[src/rtl/adc_tim_pkg.sv]
// Package: adc_tim_pkg
// Holds the shared widths of the conversion timing generator. Nothing here is
// state; the modules take these values as parameter defaults.
package adc_tim_pkg;
    parameter int PRESC_W   = 5;  // prescaler code width
    parameter int SMP_W     = 2;  // sample-length select width
    parameter int BIT_STEPS = 8;  // bit decisions per conversion
endpackage

[src/rtl/adc_cfg_latch.sv]
// Module: adc_cfg_latch
// Decodes the prescaler code and the sample select, and captures them when
// load is high. Assumes that load only rises when the sequencer accepts a
// start, so the captured values stay fixed for the whole conversion.
module adc_cfg_latch #(
    parameter int PRESC_W = adc_tim_pkg::PRESC_W,
    parameter int SMP_W   = adc_tim_pkg::SMP_W,
    parameter int CNT_W   = 6,
    localparam int DIV_W  = PRESC_W + 1
) (
    input  logic               clk,
    input  logic               rst_n,
    input  logic               load,
    input  logic [PRESC_W-1:0] presc_code,
    input  logic [SMP_W-1:0]   smp_sel,
    output logic [DIV_W-1:0]   div_m1,
    output logic [CNT_W-1:0]   smp_len,
    output logic               cfg_err
);
    logic             reserved;
    logic [DIV_W-1:0] div_m1_nxt;

    // Codes with bit 3 set have no defined divider.
    always_comb reserved = presc_code[3];

    // Divide by 2*(c+1) means a terminal count of 2c+1; reserved codes fall back to 1.
    always_comb div_m1_nxt = reserved ? DIV_W'(1) : {presc_code, 1'b1};

    // Capture the decoded configuration at the start of a conversion.
    always_ff @(posedge clk) begin
        if (!rst_n) begin
            div_m1  <= DIV_W'(1);
            smp_len <= CNT_W'(2);
            cfg_err <= 1'b0;
        end else if (load) begin
            div_m1  <= div_m1_nxt;
            smp_len <= CNT_W'(2) << smp_sel;
            cfg_err <= reserved;
        end
    end
endmodule

[src/rtl/adc_presc_div.sv]
// Module: adc_presc_div
// Divides the system clock by the captured even factor while a conversion is
// running. Gives a one-cycle tick at the end of each converter clock and a
// 50% converter clock. Assumes div_m1 is odd and at least 1.
module adc_presc_div #(
    parameter int DIV_W = 6
) (
    input  logic             clk,
    input  logic             rst_n,
    input  logic             run,
    input  logic [DIV_W-1:0] div_m1,
    output logic             tick,
    output logic             cclk
);
    logic [DIV_W-1:0] cnt;

    // Count system cycles within a converter clock; hold at zero while idle.
    always_ff @(posedge clk) begin
        if (!rst_n || !run)    cnt <= '0;
        else if (cnt == div_m1) cnt <= '0;
        else                    cnt <= cnt + DIV_W'(1);
    end

    // Tick in the last cycle of the period.
    always_comb tick = run && (cnt == div_m1);

    // The second half of the period is high, so the falling edge lines up with the tick.
    always_comb cclk = run && (cnt > (div_m1 >> 1));
endmodule

[src/rtl/adc_phase_seq.sv]
// Module: adc_phase_seq
// Counts converter clocks through the sample and approximation phases. Drives
// busy, sample enable, the bit strobes and the done pulse. Assumes smp_len is
// stable while busy is high.
module adc_phase_seq #(
    parameter int BIT_STEPS = adc_tim_pkg::BIT_STEPS,
    parameter int CNT_W     = 6,
    localparam int IDX_W    = $clog2(BIT_STEPS),
    localparam int APPR_LEN = 2 * BIT_STEPS
) (
    input  logic             clk,
    input  logic             rst_n,
    input  logic             start_req,
    input  logic             tick,
    input  logic [CNT_W-1:0] smp_len,
    output logic             accept,
    output logic             busy,
    output logic             sample_en,
    output logic             bit_stb,
    output logic [IDX_W-1:0] bit_idx,
    output logic             done_pulse
);
    logic [CNT_W-1:0] ccnt;
    logic [CNT_W-1:0] nxt;
    logic [CNT_W-1:0] appr;
    logic [CNT_W-1:0] step;
    logic             last;

    // A start is taken only while idle.
    always_comb accept = start_req && !busy;

    // Decode the converter clock that ends with the current tick.
    always_comb begin
        nxt  = ccnt + CNT_W'(1);
        appr = nxt - smp_len;
        step = CNT_W'(BIT_STEPS) - (appr >> 1);
        last = (nxt == smp_len + CNT_W'(APPR_LEN));
    end

    // The phase counter and the busy state.
    always_ff @(posedge clk) begin
        if (!rst_n) begin
            busy <= 1'b0;
            ccnt <= '0;
        end else if (accept) begin
            busy <= 1'b1;
            ccnt <= '0;
        end else if (busy && tick) begin
            ccnt <= nxt;
            if (last) busy <= 1'b0;
        end
    end

    // The strobes are registered, so each is a clean one-cycle pulse.
    always_ff @(posedge clk) begin
        if (!rst_n) begin
            bit_stb    <= 1'b0;
            bit_idx    <= '0;
            done_pulse <= 1'b0;
        end else begin
            bit_stb    <= busy && tick && (nxt > smp_len) && !appr[0];
            done_pulse <= busy && tick && last;
            if (busy && tick && (nxt > smp_len) && !appr[0])
                bit_idx <= step[IDX_W-1:0];
        end
    end

    // Sampling lasts until smp_len converter clocks have passed.
    always_comb sample_en = busy && (ccnt < smp_len);
endmodule

[src/rtl/adc_timing_gen.sv]
// Module: adc_timing_gen
// Top of the conversion timing generator. Captures the configuration when a
// start is accepted, runs the divider while busy, and sequences the phases.
// Assumes start_req comes from a synchronous sequencer in the same clock domain.
module adc_timing_gen #(
    parameter int PRESC_W   = adc_tim_pkg::PRESC_W,
    parameter int SMP_W     = adc_tim_pkg::SMP_W,
    parameter int BIT_STEPS = adc_tim_pkg::BIT_STEPS,
    localparam int DIV_W    = PRESC_W + 1,
    localparam int SMP_MAX  = 2 << ((1 << SMP_W) - 1),
    localparam int CNT_W    = $clog2(SMP_MAX + 2 * BIT_STEPS + 1),
    localparam int IDX_W    = $clog2(BIT_STEPS)
) (
    input  logic               clk,
    input  logic               rst_n,
    input  logic [PRESC_W-1:0] presc_code,
    input  logic [SMP_W-1:0]   smp_sel,
    input  logic               start_req,
    output logic               conv_tick,
    output logic               conv_clk,
    output logic               sample_en,
    output logic               bit_stb,
    output logic [IDX_W-1:0]   bit_idx,
    output logic               done_pulse,
    output logic               busy,
    output logic               cfg_err
);
    logic             accept;
    logic [DIV_W-1:0] div_m1;
    logic [CNT_W-1:0] smp_len;

    adc_cfg_latch #(.PRESC_W(PRESC_W), .SMP_W(SMP_W), .CNT_W(CNT_W)) u_cfg (
        .clk(clk), .rst_n(rst_n), .load(accept),
        .presc_code(presc_code), .smp_sel(smp_sel),
        .div_m1(div_m1), .smp_len(smp_len), .cfg_err(cfg_err)
    );

    adc_presc_div #(.DIV_W(DIV_W)) u_div (
        .clk(clk), .rst_n(rst_n), .run(busy), .div_m1(div_m1),
        .tick(conv_tick), .cclk(conv_clk)
    );

    adc_phase_seq #(.BIT_STEPS(BIT_STEPS), .CNT_W(CNT_W)) u_seq (
        .clk(clk), .rst_n(rst_n), .start_req(start_req), .tick(conv_tick),
        .smp_len(smp_len), .accept(accept), .busy(busy),
        .sample_en(sample_en), .bit_stb(bit_stb), .bit_idx(bit_idx),
        .done_pulse(done_pulse)
    );
endmodule

[config.mk]
export PLATFORM = sky130hd
export DESIGN_NAME = adc_timing_gen
export DESIGN_NICKNAME = d
export VERILOG_FILES = /design/src/rtl/adc_tim_pkg.sv /design/src/rtl/adc_cfg_latch.sv /design/src/rtl/adc_presc_div.sv /design/src/rtl/adc_phase_seq.sv /design/src/rtl/adc_timing_gen.sv
export SDC_FILE = /design/constraint.sdc
export NUM_CORES = 1
export LEC_CHECK = 0
export ABC_AREA = 0
export BUFFER_PORTS_ARGS = -buffer_cell sky130_fd_sc_hd__buf_2
export CELL_PAD_IN_SITES_DETAIL_PLACEMENT = 2
export CELL_PAD_IN_SITES_GLOBAL_PLACEMENT = 2
export CORE_AREA = 2 2 68 70
export DETAILED_ROUTE_END_ITERATION = 10
export DIE_AREA = 0 0 70 72
export PLACE_DENSITY = 0.83
export SETUP_SLACK_MARGIN = 0.1
export SYNTH_ARGS = -nofsm -noshare
export SYNTH_HDL_FRONTEND = slang
export SYNTH_SLANG_ARGS = --single-unit
[constraint.sdc]
create_clock -name clk -period 4.4 [get_ports clk]
set_input_delay 0 -clock clk [delete_from_list [all_inputs] [get_ports clk]]
set_output_delay 0 -clock clk [all_outputs]
set_load 0.02 [all_outputs]
Word-level counts from Yosys, hierarchy flattened
Index checks and enable logic that the tools add are counted.
{"block": "word_totals", "in_bits": 10, "reg_bits": 31, "out_inout_bits": 10, "wordCells": 42}
{"block": "op_classes", "n_bitwise": 1, "n_shift": 1, "magnitude_cmp": 3, "n_reduce_logical": 17, "eq_ne": 2, "n_mux": 4, "n_addsub": 5}
{"cell": "6-bit by 1-bit adder with 6-bit output, second input constant", "n": 2}
{"cell": "6-bit == test", "n": 2}
{"cell": "1-bit logical AND", "n": 8}
{"cell": "6-bit by 5-bit adder with 6-bit output, second input constant", "n": 1}
{"cell": "6-bit by 5-bit > comparator with 1-bit output", "n": 1}
{"cell": "6-bit > comparator", "n": 1}
{"cell": "6-bit < comparator", "n": 1}
{"cell": "6-bit two-way mux", "n": 1}
{"cell": "2-bit by 2-bit << shifter with 6-bit output, first input constant", "n": 1}
{"cell": "2-bit nonzero test", "n": 2}
{"cell": "2-bit OR reduction", "n": 2}
{"cell": "4-bit subtractor", "n": 1}
{"cell": "1-bit zero test", "n": 3}
{"cell": "1-bit two-way mux", "n": 3}
{"cell": "1-bit by 3-bit subtractor with 3-bit output, first input constant", "n": 1}
{"cell": "2-bit AND reduction", "n": 1}
{"cell": "1-bit logical OR", "n": 1}
{"cell": "1-bit NOT", "n": 1}

Longest topological paths before layout
Gate-level depths: netlist of the first run.
{"block": "depth", "depth_word": 5, "mapped_depth": 9}

By module
A second synthesis of the first run with hierarchy kept.
{"block": "unflattened", "hier_cells": 193, "area_unflattened_um2": 1741.7}
{"mod": "adc_phase_seq", "cells_each": 97, "area_each_um2": 874.6, "n_inst": 1}
{"mod": "adc_presc_div", "cells_each": 52, "area_each_um2": 469.2, "n_inst": 1}
{"mod": "adc_cfg_latch", "cells_each": 44, "area_each_um2": 397.9, "n_inst": 1}

Worst setup path before layout of the first run
No wires, ideal clock.
{"block": "synth_path", "path_kind": "reg2reg", "start": "reg u_seq.ccnt[0]", "end": "reg u_seq.bit_idx[0]", "setup_ps": 116, "period_less_slack_ps": 2184, "setup_slack_ps": 2216, "required_ps": 4284, "arrival_time_ps": 2068, "n_path_buf": 0, "stages_incl_launch_ff": 9, "cell_sequence": "dfxtp_1 > ha_1 > xor2_1 > ha_1 > and3b_1 > a2111oi_2 > o211ai_1 > and3_4 > o211a_1"}
{"block": "synth_via", "elab_chain_cells": 4, "word_cells_on_any_way": 7, "classes_between": "3 x add/sub; 1 x order compare; 3 x reduce/logical"}
{"item": "start, declared", "line": "adc_phase_seq.sv:23", "source": "logic [CNT_W-1:0] ccnt;"}
{"item": "start signal, assigned", "line": "adc_phase_seq.sv:49", "source": "ccnt <= nxt;"}
{"item": "6-bit by 1-bit adder with 6-bit output", "line": "adc_phase_seq.sv:34", "source": "nxt = ccnt + CNT_W'(1);"}
{"item": "net u_seq.nxt[2]", "line": "adc_phase_seq.sv:24", "source": "logic [CNT_W-1:0] nxt;"}
{"item": "6-bit > comparator", "line": "adc_phase_seq.sv:63", "source": "if (busy && tick && (nxt > smp_len) && !appr[0])"}
{"item": "1-bit logical AND (2 in series)", "line": "adc_phase_seq.sv:63"}
{"item": "end signal, assigned", "line": "adc_phase_seq.sv:64", "source": "bit_idx <= step[IDX_W-1:0];"}
{"item": "end, declared", "line": "adc_phase_seq.sv:20", "source": "output logic [IDX_W-1:0] bit_idx,"}
The timed path passes the listed nets, and every way through them passes these cells.
A chain may end at the register's enable or synchronous reset.

Worst setup path in the final report of the first run
{"block": "layout_path", "start": "reg u_seq.ccnt[2]", "end": "reg u_seq.bit_idx[0]"}
Same word-level chain as after synthesis.

==> results of run 1 <==
==> timing repair <==
item / 4_1_cts / 5_1_grt
gates resized for setup: 0 / 0
setup endpoints to repair: 0 / 0
endpoints found under the hold margin: 1 / 0
buffers inserted: 0 / 0
hold buffers: 1 / 0
==> registers in the layout, summed over array words and instances, names as in the netlist <==
| signal | flops |
|---|---|
| u_cfg.cfg_err | 1 |
| u_seq.busy | 1 |
| u_seq.ccnt | 6 |
| u_cfg.div_m1 | 4 |
| u_seq.bit_stb | 1 |
| u_seq.done_pulse | 1 |
| u_div.cnt | 6 |
| u_seq.bit_idx | 3 |
| u_cfg.smp_len | 4 |
==> cell families (layout without fill, tap and decap cells) <==
| group | Yosys count | in the layout | synth area share [%] |
|---|---|---|---|
| adders and majority gates | 15 | 15 | 11.8 |
| muxes | 6 | 6 | 3.78 |
| DFF | 27 | 27 | 34.0 |
| and+or+nand+nor | 69 | 69 | 24.4 |
| AOI/OAI and AO/OA | 21 | 21 | 8.98 |
| buffers and inverters | 17 | 35 | 5.67 |
| xor gates and xnor gates | 19 | 19 | 11.3 |
==> worst max-delay path by stage <==
stage,cells past startpoint,endpoint,slack (ps)
after detailed placement,8,u_seq.bit_idx[0],1960
after global routing,8,u_seq.bit_idx[0],1730
after global placement,8,u_seq.bit_idx[0],2080
after CTS,8,u_seq.bit_idx[0],1940
final,8,u_seq.bit_idx[0],1920
after floorplan,8,u_seq.bit_idx[0],2220
==> per-layer routing <==
layer | share of wire [%] | vias to the layer above
li1 | - | 634
met5 | 0 | -
met1 | 44 | 637
met4 | 1.6 | 0
met2 | 52 | 18
met3 | 2.3 | 5
==> cells in the final DEF, fill, tap and decap left out, types with 2 or more instances in the layout <==
cell type	instances
xnor2_1	6
ha_1	15
buf_2	19
o21ai_0	5
and4_2	2
nor2b_1	8
dfxtp_1	27
nor3b_1	6
clkbuf_8	3
o21a_1	2
xor2_1	12
a21oi_1	7
nand3_1	7
nor3_2	2
nor2_1	16
inv_1	11
o211a_1	2
nand4_1	6
and3_1	4
nand2_1	11
mux2i_1	6
==> where the power goes <==
| group | total, µW | internal, µW | leakage [µW] | switching [µW] |
|---|---|---|---|---|
| Sequential | 256 | 249 | 0.000219 | 6.27 |
| Clock | 149 | 65.2 | 0.0000228 | 83.7 |
| Combinational | 68.1 | 28.9 | 0.000519 | 39.3 |
==> cell type report <==
type | instances | area, µm²
Sequential cell | 27 | 541
Fill cell | 498 | 2510
Multi-Input combinational cell | 130 | 958
Clock buffer | 4 | 45.0
Timing Repair Buffer | 20 | 105
Tap cell | 52 | 65.1
Inverter | 11 | 41.3
==> cells in the mapped netlist <==
cell             instances  area (µm²)
xnor2_1                  6        52.6
clkbuf_8                 1        13.8
or3_1                    1        6.26
ha_1                    15         188
o211ai_1                 1        7.51
o21ai_0                  5        25.0
o21a_1                   2        15.0
and3_1                   4        25.0
dfxtp_1                 27         541
nor2_1                  16        60.1
nand4_1                  6        37.5
clkdlybuf4s50_2          1        11.3
a21oi_1                  7        35.0
o211a_1                  2        20.0
buf_6                    1        11.3
inv_1                   11        41.3
xor2_1                  12         105
and3_4                   1        11.3
nor3b_1                  6        45.0
buf_2                    1        5.00
or2_2                    1        6.26
a2111oi_2                1        15.0
clkbuf_1                 2        7.51
nand2_1                 11        41.3
and2_1                   1        6.26
and4_2                   2        20.0
xnor3_1                  1        22.5
and3b_1                  1        8.76
a21boi_0                 1        7.51
o22a_1                   1        8.76
mux2i_1                  6        60.1
nor3_2                   2        20.0
o311ai_0                 1        8.76
nor2b_1                  8        50.1
nand2b_1                 1        6.26
and4_1                   1        8.76
nand3_1                  7        35.0
==> through the flow <==
step	std cells	cell area [µm²]	hold WS (ps)
2_1_floorplan	174	1590	138
3_3_place_gp	239	1700	250
3_5_place_dp	239	1700	254
4_1_cts	244	1760	12.3
5_1_grt	244	1760	32.4
6_report	244	1760	5.60
==> worst max-delay path: cells and delay by family (launching register included) <==
kind                     cells  cell delay [ps]
AO/OA/AOI/OAI                3              660
XOR/XNOR                     1              180
adder cells (fa/ha/maj)      1              320
flip-flops                   1              490
AND/OR/NAND/NOR              3              720
==> flow_metrics.env, run 1 <==
export IMPL_status="finished clean"
export IMPL_rsz0062_at_grt="no"
export IMPL_post_route_period_util_pct=56.4
export IMPL_track_usage_pct=18.9
export IMPL_hpwl_mm=3.40
export IMPL_max_freq_mhz=403
export IMPL_cts_max_path_buffers=2
export IMPL_cap_violations=0
export IMPL_p_total_uw=473
export IMPL_grt_ovfl_total=0
export IMPL_critPathLaunchType="flip-flop"
export IMPL_worstPathCellList="and3_1, xor2_1, ha_1, and3b_1, a2111oi_2, o211ai_1, and3_4, o211a_1"
export IMPL_drt_iter0_drc=30
export IMPL_hold_viol_final=0
export IMPL_synth_yosys_warnings=0
export IMPL_reg2reg_depth=8
export IMPL_synth_cells=174
export IMPL_io_buffers=19
export IMPL_p_leak_uw=0.000761
export IMPL_synth_seq_cells=27
export IMPL_slew_viol_final=0
export IMPL_grtUsageMet3_pct=3.06
export IMPL_finalSetupTns_ps=0
export IMPL_grt_max_degree=22
export IMPL_critPathCaptureType="flip-flop"
export IMPL_drc=0
export IMPL_root_buffer="clkbuf_8"
export IMPL_max_stage_delay_ps=490
export IMPL_avgSynthCellArea_um2=9.13
export IMPL_crit_required_ps=4590
export IMPL_cts_buffers=3
export IMPL_dieWidth_um=70
export IMPL_grt_pass1_wl_mm=7.34
export IMPL_clkSinkCount=27
export IMPL_min_path_type="input pin to flip-flop"
export IMPL_nNetsFinal=218
export IMPL_worstReg2RegEnd="u_seq.bit_idx[0]"
export IMPL_core_area_um2=4260
export IMPL_dieArea_um2=5040
export IMPL_gp_congestion=0.745
export IMPL_cp_startpoint="u_seq.ccnt[2]"
export IMPL_tightest_slew_ps=642
export IMPL_worst_ep_arrival_time_ps=2670
export IMPL_ff2ff_setup_slack_ps=1920
export IMPL_cts_tree="built"
export IMPL_max_slew_margin_pct=57.2
export IMPL_cp_slowest_cell="dfxtp_1"
export IMPL_cp_max_fo=7
export IMPL_diodes=0
export IMPL_io_pins=20
export IMPL_grt_pass1_vias=1455
export IMPL_vias=1294
export IMPL_final_util_pct=41.2
export IMPL_syn_cell_area_um2=1590
export IMPL_h_tree_depth=1
export IMPL_finClkSkew_ps=1.92
export IMPL_ant_nets=0
export IMPL_initial_utilization_pct=37.3
export IMPL_clkTransAtPathRegs_ps=100
export IMPL_vias_per_cell=5.30
export IMPL_grt_util_met2_pct=34.9
export IMPL_grt_busiest_layer="met2"
export IMPL_grt_antenna_before_repair=0
export IMPL_critPathKind="flip-flop to flip-flop"
export IMPL_synth_cell_types=37
export IMPL_setup_viol=0
export IMPL_syn2layout_area_growth_pct=10.5
export IMPL_drive_gt1_share_pct=15.1
export IMPL_holdPathStages=2
export IMPL_drt_wl_total_mm=4.33
export IMPL_power_density_nw_per_um2=269
export IMPL_irDropWorstVdd_mv=0.159
export IMPL_wl_per_cell_um=17.7
export IMPL_synth_seq_area_share_pct=34.0
export IMPL_timing_rr_start="u_seq.ccnt[2]"
export IMPL_grtUsageMet1_pct=22.5
export IMPL_min_from="smp_sel[0]"
export IMPL_post_place_ws_ps=1960
export IMPL_die_h_um=72
export IMPL_syn_num_nets=199
export IMPL_fin_crit_ps=2480
export IMPL_clkLatencyLatePin_ps=280
export IMPL_row_count=24
export IMPL_setup_ws_ps=1920
export IMPL_drt_pre_antenna_iters=4
export IMPL_hold_end="u_cfg.smp_len[1]"
Note: power is estimated with default switching activity, not from simulation.
==> run 2: changes to the inputs <==
Settings changed: CORE_AREA 2 2 68 70 to 2 2 71 73, DIE_AREA 0 0 70 72 to 0 0 73 75, PLACE_DENSITY 0.83 to 0.77.
Clock period 4.4 ns to 2.5 ns, I/O delays scaled along.
==> run 2 against run 1 <==
  * Routed wire length increased by 6.0%
  * First-iteration DRC count increased by 10%
  * Clock skew increased by 4.1 ps
  * Final cell count increased by 4.5%
  * Setup slack got worse by 1700 ps
  * Fmax increased by 10%
  * Non-clock buffer count increased by 9
  * Die area increased by 8.6%
  * Critical path depth unchanged
  * Combinational power increased by 89%
  * Worst hold slack improved by 6.2 ps
  * Critical endpoint unchanged
  * Largest power group unchanged
==> flow_metrics.env, run 2 (synthesized netlist as in run 1, its figures left out) <==
export IMPL_post_place_ws_ps=126
export IMPL_max_slew_margin_pct=72.0
export IMPL_drt_wl_total_mm=4.59
export IMPL_row_count=25
export IMPL_timing_rr_start="u_seq.ccnt[0]"
export IMPL_clkTransAtPathRegs_ps=90
export IMPL_layout_commonest_cell="dfxtp_1"
export IMPL_cap_violations=0
export IMPL_clkSinkCount=27
export IMPL_drt_iter0_drc=33
export IMPL_nNetsFinal=227
export IMPL_core_area_um2=4660
export IMPL_worstReg2RegEnd="u_seq.bit_idx[0]"
export IMPL_h_tree_depth=1
export IMPL_top_regs="u_div.cnt x6, u_seq.ccnt x6"
export IMPL_diodes=0
export IMPL_cts_max_path_buffers=2
export IMPL_final_cell_mix="25 x dfxtp_1, 19 x buf_2, 16 x nor2_1"
export IMPL_grt_pass1_vias=1423
export IMPL_power_density_nw_per_um2=453
export IMPL_path_buf_inv=0
export IMPL_dieArea_um2=5480
export IMPL_root_buffer="clkbuf_8"
export IMPL_gp_congestion=0.832
export IMPL_track_usage_pct=17.3
export IMPL_ant_nets=0
export IMPL_clkLatencyLatePin_ps=280
export IMPL_drive_gt1_share_pct=20.9
export IMPL_ff2ff_setup_slack_ps=250
export IMPL_tightest_slew_ps=419
export IMPL_reg2reg_depth=8
export IMPL_worstPathCellList="ha_4, xor2_1, ha_1, and3b_1, a2111oi_2, o211ai_1, and3_4, o211a_1"
export IMPL_hold_end="u_cfg.smp_len[1]"
export IMPL_vias_per_cell=5.29
export IMPL_drt_pre_antenna_iters=4
export IMPL_die_h_um=75
export IMPL_cp_slowest_cell="dfxtp_4"
export IMPL_critPathKind="flip-flop to flip-flop"
export IMPL_status="finished clean"
export IMPL_initial_utilization_pct=34.1
export IMPL_min_path_type="input pin to flip-flop"
export IMPL_cp_startpoint="u_seq.ccnt[0]"
export IMPL_finClkSkew_ps=6.03
export IMPL_grt_pass1_wl_mm=7.17
export IMPL_wl_per_cell_um=18.0
export IMPL_critPathCaptureType="flip-flop"
export IMPL_hpwl_mm=3.32
export IMPL_grt_max_degree=22
export IMPL_min_from="smp_sel[1]"
export IMPL_worst_path_stages=8
export IMPL_post_route_period_util_pct=90.1
export IMPL_p_total_uw=842
export IMPL_irDropWorstVdd_mv=0.258
export IMPL_p_leak_uw=0.000799
export IMPL_syn2layout_area_growth_pct=16.9
export IMPL_io_pins=20
export IMPL_setup_viol=0
export IMPL_io_buffers=19
export IMPL_dieWidth_um=73
export IMPL_grt_antenna_before_repair=0
export IMPL_fin_crit_ps=2250
export IMPL_finalSetupTns_ps=0
export IMPL_holdPathStages=2
export IMPL_setup_ws_ps=247
export IMPL_critPathLaunchType="flip-flop"
export IMPL_worst_ep_arrival_time_ps=2440
export IMPL_fillerInstances=514
export IMPL_slew_viol_final=0
export IMPL_grt_ovfl_total=0
export IMPL_max_freq_mhz=444
export IMPL_vias=1350
export IMPL_path_delay_family="compound AO/OA/AOI/OAI gates"
export IMPL_drc=0
export IMPL_hold_viol_final=0
export IMPL_max_stage_delay_ps=380
export IMPL_cts_tree="built"
export IMPL_cp_max_fo=4
export IMPL_crit_required_ps=2680
export IMPL_cts_buffers=3
export IMPL_rsz0062_at_grt="no"
run 2: final cells by class:
class	count	area (µm²)	share of cell area, %
clock buffer	3	41.3	2.22
inverter	11	41.3	2.22
clock inverter	1	7.51	0.404
tap	54	67.6	3.64
timing repair buffer	29	175	9.43
multi-input combinational	130	976	52.6
sequential	27	548	29.5
run 2: what timing repair did:
| item | CTS | global route |
|---|---|---|
| pin swaps | 0 | 3 |
| resized for setup | 3 | 4 |
| hold buffers | 2 | 0 |
| buffers inserted | 0 | 5 |
| endpoints found under the hold margin | 2 | 0 |
| cloned | 0 | 0 |
| setup endpoints to repair | 1 | 3 |
run 2: layer usage:
metal	global-route usage [%]	share of wire, %	vias to the layer above
met5	0	0	-
met4	6.17	1.7	0
met3	2.81	1.5	7
met2	31.3	52	13
met1	20.7	45	676
li1	-	-	654
run 2: worst max path at each step:
| stage | endpoint | slack (ps) |
|---|---|---|
| floorplan | u_seq.bit_idx[0] | 320 |
| global placement | u_seq.bit_idx[0] | 290 |
| detailed placement | u_seq.bit_idx[0] | 130 |
| CTS | u_seq.bit_idx[0] | 130 |
| global route | u_seq.bit_idx[0] | 90 |
| finish | u_seq.bit_idx[0] | 250 |
run 2: stage by stage:
stage | instances | hold slack, ps | util [%] | instance area, µm²
2_1_floorplan | 174 | 138 | - | 1590
3_3_place_gp | 244 | 246 | 37.0 | 1730
3_5_place_dp | 244 | 252 | 37.0 | 1730
4_1_cts | 250 | 5.15 | 38.8 | 1810
5_1_grt | 255 | 25.2 | 39.8 | 1860
6_report | 255 | 11.8 | 39.8 | 1860
run 2: power by group:
group          internal, µW  switching (µW)
logic                  58.1            70.6
clock network           114             150
registers               437            11.9
total                   609             233
